==> src/rtl/codec_stat_pkg.sv <==
package codec_stat_pkg;

    typedef enum logic [1:0] {
        CB_IDLE    = 2'd0,
        CB_MODECHG = 2'd1,
        CB_SETTLE  = 2'd2
    } cal_state_e;

    localparam int STAT_OVR  = 0;
    localparam int STAT_UND  = 1;
    localparam int STAT_SUM  = 2;
    localparam int STAT_DREQ = 3;
    localparam int STAT_BUSY = 4;

endpackage

==> src/rtl/sample_fifo.sv <==
module sample_fifo #(
    parameter int WIDTH = 32,
    parameter int DEPTH = 16
) (
    input  logic             clk,
    input  logic             rst_n,
    input  logic             push,
    input  logic [WIDTH-1:0] din,
    input  logic             pop,
    output logic [WIDTH-1:0] head,
    output logic             full,
    output logic             empty
);
    localparam int AW = (DEPTH > 1) ? $clog2(DEPTH) : 1;
    localparam int CW = $clog2(DEPTH + 1);

    logic [WIDTH-1:0] mem [DEPTH];
    logic [AW-1:0]    wr_ptr, rd_ptr;
    logic [CW-1:0]    count;
    logic             push_ok, pop_ok;

    assign full    = (count == CW'(DEPTH));
    assign empty   = (count == '0);
    assign push_ok = push && !full;
    assign pop_ok  = pop && !empty;
    assign head    = mem[rd_ptr];

    always_ff @(posedge clk) begin
        if (push_ok) mem[wr_ptr] <= din;
    end

    always_ff @(posedge clk or negedge rst_n) begin
        if (!rst_n) begin
            wr_ptr <= '0;
            rd_ptr <= '0;
            count  <= '0;
        end else begin
            if (push_ok)
                wr_ptr <= (wr_ptr == AW'(DEPTH - 1)) ? '0 : wr_ptr + 1'b1;
            if (pop_ok)
                rd_ptr <= (rd_ptr == AW'(DEPTH - 1)) ? '0 : rd_ptr + 1'b1;
            unique case ({push_ok, pop_ok})
                2'b10:   count <= count + 1'b1;
                2'b01:   count <= count - 1'b1;
                default: count <= count;
            endcase
        end
    end


    full_hold_chk: assert property (@(posedge clk) disable iff (!rst_n)
        (full && push && !pop) |=> full);


    grow_chk: assert property (@(posedge clk) disable iff (!rst_n)
        (push && !pop && !full) |=> !empty);

endmodule

==> src/rtl/cap_path.sv <==
module cap_path #(
    parameter int WIDTH = 32,
    parameter int DEPTH = 16
) (
    input  logic             clk,
    input  logic             rst_n,
    input  logic             strobe,
    input  logic [WIDTH-1:0] adc_in,
    input  logic             host_pop,
    output logic [WIDTH-1:0] rdata,
    output logic             ovr,
    output logic             req
);
    logic [WIDTH-1:0] head;
    logic             full, empty;

    sample_fifo #(.WIDTH(WIDTH), .DEPTH(DEPTH)) u_fifo (
        .clk   (clk),
        .rst_n (rst_n),
        .push  (strobe),
        .din   (adc_in),
        .pop   (host_pop),
        .head  (head),
        .full  (full),
        .empty (empty)
    );

    assign req = !empty;

    always_ff @(posedge clk or negedge rst_n) begin
        if (!rst_n) begin
            rdata <= '0;
            ovr   <= 1'b0;
        end else begin
            if (host_pop && !empty) rdata <= head;
            if (strobe)             ovr   <= full;
        end
    end


    overrun_flag_chk: assert property (@(posedge clk) disable iff (!rst_n)
        (strobe && full) |=> ovr);


    empty_pop_chk: assert property (@(posedge clk) disable iff (!rst_n)
        (host_pop && empty) |=> $stable(rdata));

endmodule

==> src/rtl/play_path.sv <==
module play_path #(
    parameter int WIDTH = 32,
    parameter int DEPTH = 16
) (
    input  logic             clk,
    input  logic             rst_n,
    input  logic             strobe,
    input  logic             host_push,
    input  logic [WIDTH-1:0] host_din,
    input  logic             zero_sel,
    input  logic             basic_mode,
    output logic [WIDTH-1:0] dac_out,
    output logic             und,
    output logic             req
);
    localparam logic [WIDTH-1:0] MIDSCALE = '0;

    logic [WIDTH-1:0] head;
    logic             full, empty;
    logic             fill_mid;

    sample_fifo #(.WIDTH(WIDTH), .DEPTH(DEPTH)) u_fifo (
        .clk   (clk),
        .rst_n (rst_n),
        .push  (host_push),
        .din   (host_din),
        .pop   (strobe),
        .head  (head),
        .full  (full),
        .empty (empty)
    );

    assign req      = !full;
    assign fill_mid = zero_sel || basic_mode;

    always_ff @(posedge clk or negedge rst_n) begin
        if (!rst_n) begin
            dac_out <= '0;
            und     <= 1'b0;
        end else if (strobe) begin
            und <= empty;
            if (!empty)        dac_out <= head;
            else if (fill_mid) dac_out <= MIDSCALE;
        end
    end


    underrun_flag_chk: assert property (@(posedge clk) disable iff (!rst_n)
        (strobe && empty) |=> und);


    basic_mid_chk: assert property (@(posedge clk) disable iff (!rst_n)
        (strobe && empty && basic_mode) |=> (dac_out == '0));


    hold_last_chk: assert property (@(posedge clk) disable iff (!rst_n)
        (strobe && empty && !zero_sel && !basic_mode) |=> $stable(dac_out));

endmodule

==> src/rtl/cal_busy_fsm.sv <==
module cal_busy_fsm
    import codec_stat_pkg::*;
#(
    parameter int HOLD_SAMPLES = 128
) (
    input  logic clk,
    input  logic rst_n,
    input  logic mce,
    input  logic strobe,
    output logic busy
);
    localparam int CNT_W = (HOLD_SAMPLES > 1) ? $clog2(HOLD_SAMPLES) : 1;
    localparam logic [CNT_W-1:0] LAST = CNT_W'(HOLD_SAMPLES - 1);

    cal_state_e       state_q, state_d;
    logic [CNT_W-1:0] cnt_q;
    logic             window_done;

    assign window_done = strobe && (cnt_q == LAST);

    always_ff @(posedge clk or negedge rst_n) begin
        if (!rst_n) begin
            state_q <= CB_IDLE;
            cnt_q   <= '0;
        end else begin
            state_q <= state_d;
            if (state_q != CB_SETTLE)  cnt_q <= '0;
            else if (strobe)           cnt_q <= cnt_q + 1'b1;
        end
    end

    always_comb begin
        state_d = state_q;
        unique case (state_q)
            CB_IDLE:    if (mce) state_d = CB_MODECHG;
            CB_MODECHG: if (!mce) state_d = CB_SETTLE;
            CB_SETTLE: begin
                if (mce)              state_d = CB_MODECHG;
                else if (window_done) state_d = CB_IDLE;
            end
            default:    state_d = CB_IDLE;
        endcase
    end

    always_comb begin
        busy = (state_q == CB_SETTLE);
    end


    hold_window_chk: assert property (@(posedge clk) disable iff (!rst_n)
        (busy && !mce && !strobe) |=> busy);


    restart_chk: assert property (@(posedge clk) disable iff (!rst_n)
        mce |=> !busy);

endmodule

==> src/rtl/codec_fifo_status.sv <==
module codec_fifo_status
    import codec_stat_pkg::*;
#(
    parameter int CH_W         = 16,
    parameter int FIFO_DEPTH   = 16,
    parameter int HOLD_SAMPLES = 128,
    parameter int STAT_W       = 8
) (
    input  logic              clk,
    input  logic              rst_n,
    input  logic              sample_tick,
    input  logic [2*CH_W-1:0] adc_sample,
    input  logic              cap_pop,
    output logic [2*CH_W-1:0] cap_data,
    input  logic              pb_push,
    input  logic [2*CH_W-1:0] pb_data,
    output logic [2*CH_W-1:0] dac_sample,
    input  logic              zero_sel,
    input  logic              basic_mode,
    input  logic              mode_chg,
    output logic              pb_req,
    output logic              cap_req,
    output logic [STAT_W-1:0] status
);
    localparam int SW = 2 * CH_W;

    logic              ovr, und, busy;
    logic [STAT_W-1:0] stat_d;

    cap_path #(.WIDTH(SW), .DEPTH(FIFO_DEPTH)) u_cap (
        .clk      (clk),
        .rst_n    (rst_n),
        .strobe   (sample_tick),
        .adc_in   (adc_sample),
        .host_pop (cap_pop),
        .rdata    (cap_data),
        .ovr      (ovr),
        .req      (cap_req)
    );

    play_path #(.WIDTH(SW), .DEPTH(FIFO_DEPTH)) u_play (
        .clk        (clk),
        .rst_n      (rst_n),
        .strobe     (sample_tick),
        .host_push  (pb_push),
        .host_din   (pb_data),
        .zero_sel   (zero_sel),
        .basic_mode (basic_mode),
        .dac_out    (dac_sample),
        .und        (und),
        .req        (pb_req)
    );

    cal_busy_fsm #(.HOLD_SAMPLES(HOLD_SAMPLES)) u_cal (
        .clk    (clk),
        .rst_n  (rst_n),
        .mce    (mode_chg),
        .strobe (sample_tick),
        .busy   (busy)
    );

    always_comb begin
        stat_d            = '0;
        stat_d[STAT_OVR]  = ovr;
        stat_d[STAT_UND]  = und;
        stat_d[STAT_SUM]  = ovr || und;
        stat_d[STAT_DREQ] = pb_req || cap_req;
        stat_d[STAT_BUSY] = busy;
    end

    always_ff @(posedge clk or negedge rst_n) begin
        if (!rst_n) status <= '0;
        else        status <= stat_d;
    end


    sum_or_chk: assert property (@(posedge clk) disable iff (!rst_n)
        status[STAT_SUM] == (status[STAT_OVR] || status[STAT_UND]));


    dreq_track_chk: assert property (@(posedge clk) disable iff (!rst_n)
        (pb_req || cap_req) |=> status[STAT_DREQ]);

endmodule

==> config.mk <==
export PLATFORM = sky130hd
export DESIGN_NAME = codec_fifo_status
export DESIGN_NICKNAME = d
export VERILOG_FILES = /design/src/rtl/codec_stat_pkg.sv /design/src/rtl/sample_fifo.sv /design/src/rtl/cap_path.sv /design/src/rtl/play_path.sv /design/src/rtl/cal_busy_fsm.sv /design/src/rtl/codec_fifo_status.sv
export SDC_FILE = /design/constraint.sdc
export NUM_CORES = 1
export LEC_CHECK = 0
export ABC_CLOCK_PERIOD_IN_PS = 5100
export BUFFER_PORTS_ARGS = -buffer_cell sky130_fd_sc_hd__buf_2
export CAP_MARGIN = 15
export CORE_MARGIN = 5
export CORE_UTILIZATION = 45
export CTS_CLUSTER_DIAMETER = 50
export CTS_CLUSTER_SIZE = 24
export DETAILED_ROUTE_END_ITERATION = 16
export PLACE_DENSITY_LB_ADDON = 0.1
export SYNTH_ARGS = -nofsm -noshare
export SYNTH_HDL_FRONTEND = slang
export SYNTH_SLANG_ARGS = --single-unit
==> constraint.sdc <==
create_clock -name clk -period 5.1 [get_ports clk]
set_input_delay 0.51 -clock clk [delete_from_list [all_inputs] [get_ports clk]]
set_output_delay 0.51 -clock clk [all_outputs]
set_load 0.05 [all_outputs]
# Yosys cells after proc, flatten, opt, wreduce, memory -nomap -nowiden

Memories as Yosys holds them, arrays and structs flattened. A register that Yosys moved wholly into a read port is not among the register bits.
Cells that the tools add are included.
W data, S select, Z words.

Memories kept: 2
Bits in registers: 74
Bits in writable memories: 1024
Bits of input ports: 72

Memories:

| memory            | depth | width | read ports | clocked after Yosys merged registers in | wr ports | RTL line          | RTL |
|---|---|---|---|---|---|---|---|
| u_cap.u_fifo.mem  | 16    | 32    | 1          | 1                                       | 1        | sample_fifo.sv:17 | `logic [WIDTH-1:0] mem [DEPTH];` |
| u_play.u_fifo.mem | 16    | 32    | 1          | 0                                       | 1        | sample_fifo.sv:17 |  |

Reduce and logical (&&, ||, !) cells: 21
Equality and inequality tests: 18
Mux-type cells: 19
$add $sub $neg: 9

Operators with widths:

| kind                  | number |
|---|---|
| $mux W32              | 2 |
| $pmux W5 S2           | 2 |
| $add A4 B1 Y4 const B | 4 |
| $eq A4 B4 Y1 const B  | 4 |
| $mux W4               | 4 |
| $mux W7               | 2 |
| $add A5 B1 Y5 const B | 2 |
| $eq A5 B5 Y1 const B  | 2 |
| $logic_not A5 Y1      | 2 |
| $sub A5 B1 Y5 const B | 2 |
| $mux W2               | 4 |
| $ne A2 B2 Y1 const B  | 4 |
| $add A7 B1 Y7 const B | 1 |
| $eq A7 B7 Y1 const B  | 1 |
| $eq A2 B1 Y1 const B  | 3 |
| $eq A2 B2 Y1 const B  | 3 |
| $pmux W2 S3           | 1 |
| $reduce_bool A2 Y1    | 3 |
| $logic_and A1 B1 Y1   | 5 |
| $logic_not A1 Y1      | 5 |
| $mux W1               | 4 |
| $logic_or A1 B1 Y1    | 3 |
| $ne A3 B2 Y1 const B  | 1 |
| $reduce_and A3 Y1     | 1 |
| other kinds (2)       | 2 |

# Logic depth before layout (Yosys ltp)

Depth in word-level cells: 5
Gate-level depth with buffers: 13
Depth with buffers taken out: 10

# Hierarchy

From an unflattened synthesis, not the netlist that was laid out.

Cells, all modules: 2148
Area, all modules: 44024.7 µm²

Modules (own cells, without submodules):

| module                      | times used | cells an instance | area an instance (µm²) |
|---|---|---|---|
| sample_fifo (u_cap.u_fifo)  | 1          | 1017              | 20394.6 |
| sample_fifo (u_play.u_fifo) | 1          | 890               | 19982.9 |
| play_path                   | 1          | 117               | 1661.6 |
| cap_path                    | 1          | 72                | 1391.3 |
| cal_busy_fsm                | 1          | 41                | 430.4 |
| codec_fifo_status           | 1          | 11                | 163.9 |

# Worst setup path before layout

Ideal clock, no wire load.

Path kind: input-to-reg
Start: input sample_tick
End: memory u_cap.u_fifo.mem[0][0], enable pin
Data arrival time: 3643 ps
Cell stages on the path: 5
Setup time: 461 ps
Data required time: 4639 ps
Setup slack: 996 ps
Cell sequence: buf_2 a21boi_0 clkbuf_1 nand2_1 nor3_1

Word-level cells in the longest chain between the ends: 3

Ends and longest elaborated chain:

| item                          | RTL line                | RTL |
|---|---|---|
| start: declaration            | codec_fifo_status.sv:11 | `input logic sample_tick,` |
| $logic_and A1 B1 Y1           | sample_fifo.sv:24       | `assign push_ok = push && !full;` |
| $mux W1                       | sample_fifo.sv:29       | `if (push_ok) mem[wr_ptr] <= din;` |
| $mux W1 (implied by the code) | sample_fifo.sv:29       |  |
| end: declaration              | sample_fifo.sv:17       |  |

No other way between the ends.

# Worst setup path in the final report

Start: register u_cap.u_fifo.count[1]
End: register u_cap.u_fifo.count[4]

Word-level cells in the longest chain between the ends: 5

Ends and longest elaborated chain:

| item                                                     | RTL line                             | RTL |
|---|---|---|
| start: declaration                                       | sample_fifo.sv:19                    | `logic [CW-1:0] count;` |
| start signal: assignment                                 | sample_fifo.sv:43                    | `2'b10: count <= count + 1'b1;` |
| start signal: assignment                                 | sample_fifo.sv:44                    | `2'b01: count <= count - 1'b1;` |
| start signal: assignment                                 | sample_fifo.sv:45                    | `default: count <= count;` |
| $eq A5 B5 Y1 / $logic_not A5 Y1 (equally long branches)  | sample_fifo.sv:22, sample_fifo.sv:23 |  |
| $logic_not A1 Y1 (on tied branches)                      | sample_fifo.sv:24, sample_fifo.sv:25 |  |
| $logic_and A1 B1 Y1 (on tied branches)                   | sample_fifo.sv:24, sample_fifo.sv:25 |  |
| $eq A2 B1 Y1 / $eq A2 B2 Y1 (equally long branches)      | sample_fifo.sv:42                    | `unique case ({push_ok, pop_ok})` |
| $pmux W5 S2 / $reduce_bool A2 Y1 (equally long branches) | -                                    |  |

Several ways; a longest one is shown, not always the timed one.
A chain may end at the register's enable or synchronous reset.

==> out/summary.txt <==
Layout net count: 2277
Vias: 20324
Row cnt: 113
CTS tree: done
Fin cells: 3561
Clock buffer depth: 3
Post-synth EDFFs: 1024
Later-pin clock latency in the skew report: 0.70 ns
Mapped Cells: 1982
Placed insts: 3330
Die Width: 320 um
Grt total ovfl: 0
GPL Wtd Cong: 0.718
# setup viols final: 0
Primary FF master, synth: edfxtp_1
Least-Margin Pin Slew: 1.10 ns
Drt total wl: 97.6 mm
Net Switching: 9000 uW
Crit-path leading delay family: simple AND/OR/NAND/NOR gates
Final TNS setup: 0 ns
Wire per inst: 27.4 um
Flop pwr share: 42.7%
Final min period: 3.44 ns
H-tree depth: 3
Total CTS buffers: 116
WS Path Type: reg2reg
Share of layout cells above drive strength 1: 33.9%
Hold Crit Class: in2reg
Antenna violations before repair: 14
Hold slack final: 0.174 ns
Area grow syn2layout: 15.3%
Count of pins over their slew limit: 0
Fmax: 291 MHz
Design Power: 28600 uW
Design Area, Final: 50000 sq um
CP arrival: 4.01 ns
Clock share of power: 31.3%
Switching Share: 31.5%
GRT Total Usage: 19.1%
Core area: 95300 sq um
FF+latch count, synth: 1130
Largest net degree at the start of global routing: 94
Async set-reset flop share out of synthesis: 9.38%
PD cells: 572 nW/um^2
Crit path largest cell delay: 0.60 ns
Int Power: 19600 uW
Synthesized area: 43400 sq um
Initial Util: 45.5%
Io pins: 146
Rel. slew slack: 26.5%
Worst vdd ir: 0.000361 V
Cell mode on critical path: ha_1
Post-synth top area share: 70.9%
Comb power frac: 26.0%
Final period util: 67.4%
CP Capture Type: flop
Vias in the first global route: 22071
RSZ-0062 raised after global routing: no
Detail Route Antenna Nets: 0
TritonCTS Sinks: 1130
Die ar.: 103000 sq um
First-pass GRT wire length: 146 mm
First DRT Iteration DRCs: 1605
Synth area leaders: edfxtp_1 71%, mux4_2 13%, dfrtp_1 6.1%, mux2i_1 1.5%, mux2_2 0.99%
CP max FO: 69
Sequential fraction of the synthesis area: 77.0%
Vias/cell: 5.71
Max Cap Viol: 0
Number of remaining DRC errors: 0
Dpl hpwl: 53.0 mm
Worst EP required: 5.68 ns
CTS clock-pin slew for the worst setup and hold paths: 0.07 ns
Run status: finished clean
# fillers: 7461
Drt pass-1 iters: 5
Clock Skew: 0.0370 ns
Input/output buffers: 142
Mean Syn Cell Area: 21.9 sq um
Die H: 320 um
Most frequent cells after synthesis: 1024 x edfxtp_1, 256 x mux4_2, 106 x dfrtp_1
Post-synthesis cell type count: 50
Crit-path cells: or4_4 -> o21a_4 -> buf_4 -> ha_1 -> xor2_1 -> ha_1 -> o211a_1 -> or4_1 -> nand3_1 -> nor3b_1
LEAKAGE: 0.0164 uW
Area post-placement: 45800 sq um
Final hold viol count: 0
Top cell type by total area after synthesis: edfxtp_1
Slowest-stage cell, CP: or4_4
Buf+Inv Stages, Crit Path: 1
Critical path startpoint category: flop
Root Driver: clkbuf_16
Top-count cell post-synth: edfxtp_1
Yosys warns: 0
through the flow:
step | util (%) | setup slack [ns]
floorplan | - | 0.996
global placement | 48.0 | 1.68
detailed placement | 48.0 | 1.65
CTS | 52.4 | 1.64
global route | 52.4 | 1.50
finish | 52.4 | 1.66
power by group through the flow:
stage	clock network [uW]	logic, uW	registers (uW)
floorplan	0	5130	12600
global placement	0	7510	12400
detailed placement	0	7570	12400
CTS	9150	7600	12200
global route	9560	7980	12300
finish	8940	7440	12200
layout make-up:
cell class / count / area, sq um / area share (%)
Sequential cell: 1130 / 33400 / 66.9
Clock buffer: 127 / 3020 / 6.04
Inverter: 7 / 26.3 / 0.0526
Multi-Input combinational cell: 729 / 9520 / 19.1
Timing Repair Buffer: 202 / 1270 / 2.54
Tap cell: 1265 / 1580 / 3.17
Clock inverter: 94 / 1120 / 2.24
Antenna cell: 7 / 17.5 / 0.0350
timing repair:
| action | in CTS | in global routing |
|---|---|---|
| hold endpoints to repair | 57 | 0 |
| resized for setup | 0 | 0 |
| hold buffers | 2 | 0 |
| setup buffers | 0 | 0 |
worst reg2reg max path, cell delays in order (launching register included):
cell	delay (ns)
dfrtp_1	0.47
or4_4	0.60
o21a_4	0.21
buf_4	0.36
ha_1	0.46
xor2_1	0.19
ha_1	0.23
o211a_1	0.24
or4_1	0.41
nand3_1	0.10
nor3b_1	0.05
sequential cells by signal, summed over array words and instances (netlist names):
name,count
u_play.und,1
u_cal.state_q,2
u_play.u_fifo.count,5
u_play.u_fifo.wr_ptr,4
u_play.dac_out,32
u_cap.u_fifo.mem,512
u_cap.rdata,32
u_cap.u_fifo.rd_ptr,4
u_play.u_fifo.rd_ptr,4
u_play.u_fifo.mem,512
u_cap.u_fifo.wr_ptr,4
status,5
u_cal.cnt_q,7
u_cap.u_fifo.count,5
u_cap.ovr,1
per-layer routing:
layer / track usage [%] / vias to the layer above / part of all wire [%]
met2: 32.8 / 448 / 51
met1: 25.8 / 10980 / 42
met4: 4.79 / 8 / 2.1
met5: 0 / - / 0.057
li1: - / 8737 / -
met3: 3.06 / 151 / 4.2
logic make-up (layout without fill, tap and decap cells):
kind of cell,count (synthesis),count (layout),synth area share [%]
buf+inv,125,430,1.53
xor+xnor,17,17,0.343
fa+ha+maj,19,19,0.548
other cells,1,10,0.00865
mux,360,360,15.8
flops,1130,1130,77.0
simple gates,154,154,1.71
compound gates,176,176,3.00
cells in the final DEF (no fill, tap or decap), types with 7 or more instances in the layout:
cell type	n
a21oi_1	40
buf_2	141
buf_4	51
bufinv_16	14
clkbuf_16	118
clkinv_2	17
clkinv_4	15
clkinv_8	9
clkinvlp_4	11
dfrtp_1	100
diode_2	7
edfxtp_1	1024
ha_1	19
inv_1	7
inv_6	21
mux2_2	38
mux2i_1	65
mux4_2	256
nand2_1	54
nand2b_1	13
nand3_1	8
nor2_1	16
nor2_4	24
nor3_2	8
o21ai_0	15
o221ai_1	16
o221ai_2	16
o22ai_1	64
xnor2_1	8
xor2_1	9
worst paths after layout:
path / start / to / slack [ns] / cells past startpoint
max in group asynchronous: rst_n / u_cap.u_fifo.rd_ptr[0] / 3.38 / 3
setup reg to reg: u_cap.u_fifo.count[1] / u_cap.u_fifo.count[4] / 1.66 / 10
setup / recovery: u_cap.u_fifo.count[1] / u_cap.u_fifo.count[4] / 1.66 / 10
hold reg to reg: u_play.und / status[1] / 0.40 / 0
hold / removal: pb_data[19] / u_play.u_fifo.mem[3][19] / 0.17 / 1
min in group asynchronous: rst_n / u_cap.u_fifo.rd_ptr[2] / 0.52 / 2
(Power assumes the default switching activity.)
